File: src/rtl/uart_mode_router.sv
module uart_mode_router #(
  parameter int DATA_BITS = 8,
  parameter int PARITY_EN = 1,
  parameter int OS_RATE   = 16,
  parameter int ERR_W     = 3
) (
  input  logic                 clk,
  input  logic                 rst_n,
  input  logic [1:0]           mode_req,
  input  logic                 tx_idle,
  input  logic                 rx_idle,
  output logic [1:0]           mode_o,
  input  logic                 rxd_pin,
  output logic                 txd_pin,
  input  logic                 rx_os_tick,
  input  logic                 tx_os_tick,
  output logic                 rx_eng_tick,
  output logic                 tx_eng_tick,
  output logic                 rx_eng_din,
  input  logic                 tx_eng_dout,
  output logic                 rx_par_chk_en,
  output logic                 rx_frm_chk_en,
  input  logic                 tx_can_load_in,
  input  logic                 tx_drained_in,
  input  logic [ERR_W-1:0]     rx_err_in,
  output logic                 tx_can_load_o,
  output logic                 tx_drained_o,
  output logic [ERR_W-1:0]     rx_err_o,
  input  logic                 rx_eng_valid,
  input  logic [DATA_BITS-1:0] rx_eng_data,
  output logic                 rx_eng_ready,
  output logic                 cpu_rx_valid,
  output logic [DATA_BITS-1:0] cpu_rx_data,
  input  logic                 cpu_rx_ready,
  input  logic                 cpu_tx_valid,
  input  logic [DATA_BITS-1:0] cpu_tx_data,
  output logic                 cpu_tx_ready,
  output logic                 tx_eng_valid,
  output logic [DATA_BITS-1:0] tx_eng_data,
  input  logic                 tx_eng_ready
);

  localparam int FRAME_BITS = DATA_BITS + PARITY_EN + 2;
  localparam int CW = (OS_RATE > 2) ? $clog2(OS_RATE) : 1;
  localparam int BW = $clog2(FRAME_BITS);
  localparam logic [CW-1:0] MID_CNT  = CW'(OS_RATE / 2 - 1);
  localparam logic [CW-1:0] LAST_CNT = CW'(OS_RATE - 1);
  localparam logic [BW-1:0] LAST_BIT = BW'(FRAME_BITS - 1);

  localparam logic [1:0] M_NORM   = 2'b00;
  localparam logic [1:0] M_LOCAL  = 2'b10;
  localparam logic [1:0] M_REMOTE = 2'b11;

  typedef enum logic [1:0] {E_HUNT, E_START, E_FRAME, E_BREAK} echo_st_t;

  logic [1:0]    mode_q;
  logic          echo_on, is_local, is_remote;
  echo_st_t      est;
  logic [CW-1:0] os_cnt, fl_cnt;
  logic [BW-1:0] bit_idx;
  logic          held, echo_q, fl_pend, txd_q;

  assign echo_on   = mode_q[0];
  assign is_local  = (mode_q == M_LOCAL);
  assign is_remote = (mode_q == M_REMOTE);

  always_ff @(posedge clk or negedge rst_n) begin
    if (!rst_n)
      mode_q <= M_NORM;
    else if (tx_idle && rx_idle)
      mode_q <= mode_req;
  end

  always_ff @(posedge clk or negedge rst_n) begin
    if (!rst_n) begin
      est     <= E_HUNT;
      os_cnt  <= '0;
      bit_idx <= '0;
      held    <= 1'b1;
      echo_q  <= 1'b1;
      fl_pend <= 1'b0;
      fl_cnt  <= '0;
    end else if (!echo_on) begin
      est     <= E_HUNT;
      os_cnt  <= '0;
      bit_idx <= '0;
      held    <= 1'b1;
      echo_q  <= 1'b1;
      fl_pend <= 1'b0;
      fl_cnt  <= '0;
    end else if (rx_os_tick) begin
      if (fl_pend) begin
        if (fl_cnt == LAST_CNT) begin
          echo_q  <= held;
          fl_pend <= 1'b0;
        end else begin
          fl_cnt <= fl_cnt + CW'(1);
        end
      end
      unique case (est)
        E_HUNT: begin
          if (!rxd_pin) begin
            est    <= E_START;
            os_cnt <= '0;
          end
        end
        E_START: begin
          if (os_cnt == MID_CNT) begin
            os_cnt <= '0;
            if (!rxd_pin) begin
              echo_q  <= held;
              held    <= rxd_pin;
              fl_pend <= 1'b0;
              bit_idx <= BW'(1);
              est     <= E_FRAME;
            end else begin
              est <= E_HUNT;
            end
          end else begin
            os_cnt <= os_cnt + CW'(1);
          end
        end
        E_FRAME: begin
          if (os_cnt == LAST_CNT) begin
            os_cnt  <= '0;
            echo_q  <= held;
            held    <= rxd_pin;
            if (bit_idx == LAST_BIT) begin
              fl_pend <= 1'b1;
              fl_cnt  <= '0;
              est     <= rxd_pin ? E_HUNT : E_BREAK;
            end else begin
              fl_pend <= 1'b0;
              bit_idx <= bit_idx + BW'(1);
            end
          end else begin
            os_cnt <= os_cnt + CW'(1);
          end
        end
        E_BREAK: begin
          if (rxd_pin) est <= E_HUNT;
        end
        default: est <= E_HUNT;
      endcase
    end
  end

  always_ff @(posedge clk or negedge rst_n) begin
    if (!rst_n) begin
      txd_q         <= 1'b1;
      tx_can_load_o <= 1'b0;
      tx_drained_o  <= 1'b0;
      rx_err_o      <= '0;
    end else begin
      unique case (mode_q)
        M_NORM:  txd_q <= tx_eng_dout;
        M_LOCAL: txd_q <= 1'b1;
        default: txd_q <= echo_q;
      endcase
      tx_can_load_o <= tx_can_load_in & ~echo_on;
      tx_drained_o  <= tx_drained_in & ~echo_on;
      rx_err_o      <= is_remote ? '0 : rx_err_in;
    end
  end

  assign mode_o        = mode_q;
  assign txd_pin       = txd_q;
  assign rx_eng_tick   = is_local ? tx_os_tick : rx_os_tick;
  assign tx_eng_tick   = echo_on ? rx_os_tick : tx_os_tick;
  assign rx_eng_din    = is_local ? tx_eng_dout : rxd_pin;
  assign rx_par_chk_en = ~is_remote;
  assign rx_frm_chk_en = ~is_remote;

  assign cpu_rx_valid  = rx_eng_valid & ~is_remote;
  assign cpu_rx_data   = rx_eng_data;
  assign rx_eng_ready  = is_remote | cpu_rx_ready;

  assign cpu_tx_ready  = tx_eng_ready & ~echo_on;
  assign tx_eng_valid  = cpu_tx_valid & ~echo_on;
  assign tx_eng_data   = cpu_tx_data;

endmodule


File: config.mk
export PLATFORM = sky130hd
export DESIGN_NAME = uart_mode_router
export DESIGN_NICKNAME = d
export VERILOG_FILES = /design/src/rtl/uart_mode_router.sv
export SDC_FILE = /design/constraint.sdc
export NUM_CORES = 1
export LEC_CHECK = 0
export BUFFER_PORTS_ARGS = -buffer_cell sky130_fd_sc_hd__buf_4
export CAP_MARGIN = 40
export CORE_UTILIZATION = 54
export CTS_BUF_LIST = sky130_fd_sc_hd__clkbuf_8
export DETAILED_ROUTE_END_ITERATION = 6
export PLACE_DENSITY = 0.95
export SYNTH_ARGS = -nofsm -noshare
export SYNTH_HDL_FRONTEND = slang
export SYNTH_SLANG_ARGS = --single-unit
File: constraint.sdc
create_clock -name clk -period 3.6 [get_ports clk]
set_input_delay 0.9 -clock clk [delete_from_list [all_inputs] [get_ports clk]]
set_output_delay 0.9 -clock clk [all_outputs]
set_load 0.005 [all_outputs]
==> results.md <==
* Total of max-cap violations at 0
* Vias at 1,436
* Worst reg-to-reg path cell count at 6
* Min Clock Period, post-route at 2.457 ns
* Yosys reg bits at 25
* Peak supply drop at 0.0002523 V
* Ys flop type: dfrtp_1
* Final Setup Violations at 0
* Setup Skew at 0.003259 ns
* Gp weighted congestion at 0.8585
* Yosys warns at 0
* Worst setup path end: bit_idx[2]
* Ports at 68
* Rel. slew slack at 0.6335
* Slowest cell on crit path: or4b_4
* Final period util at 0.6826
* All-layer global routing usage at 0.2229
* Mapped Area at 1712 um2
* H-Tree Depth at 1
* Worst Max-Slew Pin Slew at 0.5497 ns
* Post-Syn Instances at 187
* Fin. max-slew vios at 0
* # hold bufs at CTS at 0
* CP Launch Point: est[0]
* Element type at the critical path start: flip-flop
* Final ANT Viol Nets at 0
* R2R Setup Slk at 1.14 ns
* Worst flop-to-flop path endpoint: bit_idx[2]
* CTS Sinks at 25
* Die X at 58.30 um
* Avg Synthesized Cell Area at 9.153 um2
* TritonCTS clock tree: built
* Netlist cell types at 54
* Vias in the first global route at 1,325
* PwrDens at 335.4 nW/um2
* Status: finished clean
* Crit path DAT at 2.65 ns
* Post-synthesis sequential area ratio at 0.3677
* CORE AREA at 3028 um2
* RR Startpoint: est[0]
* Ranking of synthesized cells by area: dfrtp_1 32%, buf_4 7.5%, ha_1 5.8%
* Drt wl/cell at 14.33 um
* Setup CP Type: reg2reg
* First-pass GRT wire length at 5.782 mm
* EDFF count, synth at 0
* TritonCTS Buffers at 3
* DRC Markers at 0
* Synth area leader: dfrtp_1
* CTS Buffer Depth at 2
* Total grt overflow at 0
* Hold WC Path Type: in2async
* Share of layout cells above drive strength 1 at 0.2525
* Aggregate negative setup slack at 0 ns
* Placed insts at 242
* Largest net degree at the start of global routing at 26
* Postcts setup bufs at 0
* Critical-path cell list: inv_1 -> ha_1 -> or4b_4 -> a21o_1 -> a2111o_1 -> a211oi_2
* Area grow syn2layout at 10.75%
* Final Instance Count excl. Fillers at 246
* Crit end category: flip-flop
* Number of gates resized after CTS at 0
* Root Driver: clkbuf_8
* Syn_nets at 230
* DR vias/cell at 5.837
* Post-synth top cells: 22 x dfrtp_1, 20 x nand2_1, 17 x buf_4
* Final-report hold violation count at 0
* HPWL after DPL at 2.516 mm
* RSZ-0062 raised after global routing: no
* Fmax at 407.0 MHz
* Rows at 20
* Worst EP required at 3.79 ns
* Top-count cell post-synth: dfrtp_1
* Initial core utilization at 0.5653
* Worst skew pair latency at 0.27 ns
* FFs w/ async S/R, synth at 1.000
* CP peak stage delay at 0.61 ns
* Routed WL at 3.526 mm
* Diodes inserted at 0
* Die H at 58.30 um
* CTS clk-pin slew, worst paths at 0.09 ns
* Crit path max fanout at 16
* Share of the synthesized area in the top cell type at 0.3216
* Final net count at 246
* Router iterations before antenna repair at 4
* Overall die area at 3399 um2
* Initial DRC count at 51
* Pleak at 0.8291 nW
* Antenna violations before repair at 0
* # port buffers at 35
[how the worst min path moves through the flow]
stage | endpoint | slack (ns) | start
6_report | os_cnt[2] | 0.51 | rst_n
5_1_grt | fl_cnt[0] | 0.53 | rst_n
4_1_cts | bit_idx[0] | 0.52 | rst_n
3_5_place_dp | held | 0.52 | held
3_3_place_gp | held | 0.51 | held
2_1_floorplan | held | 0.49 | held
[cells by family (layout without fill, tap and decap cells)]
logic type,Yosys count,after routing,synth area share
fa+ha+maj,8,8,0.05848
flops,25,25,0.3677
buf+inv,35,50,0.1316
mux,6,6,0.03801
compound gates,39,39,0.1659
xor+xnor,1,1,0.005118
simple gates,73,73,0.2332
[sequential cells by signal, summed over array words and instances, names as in the netlist, 2 cells and up]
name / count
mode_o: 2
fl_cnt: 4
bit_idx: 4
est: 2
rx_err_o: 3
os_cnt: 4
[worst max-delay path: cells and delay by family (launching register included)]
family	cells	cell delay [ns]
fa+ha+maj	1	0.40
compound gates	3	0.85
simple gates	1	0.61
buf+inv	1	0.09
flops	1	0.43
[per-stage QoR]
stage / worst slack (ns) / hold slack (ns) / power [mW] / cell area (um2) / util
final: 1.143 / 0.5110 / 0.6357 / 1896 / 0.6260
after floorplan: 1.208 / 0.4852 / 0.4092 / 1712 / -
after global routing: 1.034 / 0.5331 / 0.6650 / 1896 / 0.6260
after CTS: 1.163 / 0.5210 / 0.6377 / 1896 / 0.6260
after global placement: 1.140 / 0.5091 / 0.4634 / 1849 / 0.6107
after detailed placement: 1.121 / 0.5170 / 0.4697 / 1849 / 0.6107
[layout make-up]
class	count	area [um2]
Fill cell	242	1132
Multi-Input combinational cell	127	857.1
Inverter	10	37.54
Timing Repair Buffer	36	270.3
Sequential cell	25	629.4
Clock inverter	1	5.005
Tap cell	44	55.05
Clock buffer	3	41.29
[metal layers]
layer  GRT usage  part of all wire  vias to the layer above
met5           0                 0                        -
met4     0.09184             0.015                        0
met3     0.03956             0.053                        6
met2      0.3793              0.50                       62
met1      0.2820              0.43                      685
li1            -                 -                      683
[cells in the final DEF, fill, tap and decap left out, types with 2 or more instances in the layout]
master	netlist	final
a211oi_1	2	2
a21oi_1	5	5
a31oi_1	3	3
and2_1	5	5
buf_4	17	36
clkbuf_8	0	3
dfrtp_1	22	22
dfstp_2	3	3
ha_1	8	8
inv_1	9	9
mux2_2	4	4
mux2i_1	2	2
nand2_1	20	20
nand2b_1	4	4
nand3_1	8	8
nand3b_1	3	3
nand4_1	4	4
nor2_1	9	9
nor2b_1	4	4
nor3_1	4	4
o211ai_1	3	3
o21ai_0	5	5
o21ai_1	2	2
o22ai_1	2	2
o32ai_1	2	2
o41ai_1	2	2
or3_1	2	2
[report_power, final]
group          total [mW]  switching (mW)  internal, mW
sequential          0.307         0.00950         0.297
clock               0.170          0.0928        0.0776
combinational       0.159          0.0809        0.0778
(Power assumes the default switching activity.)
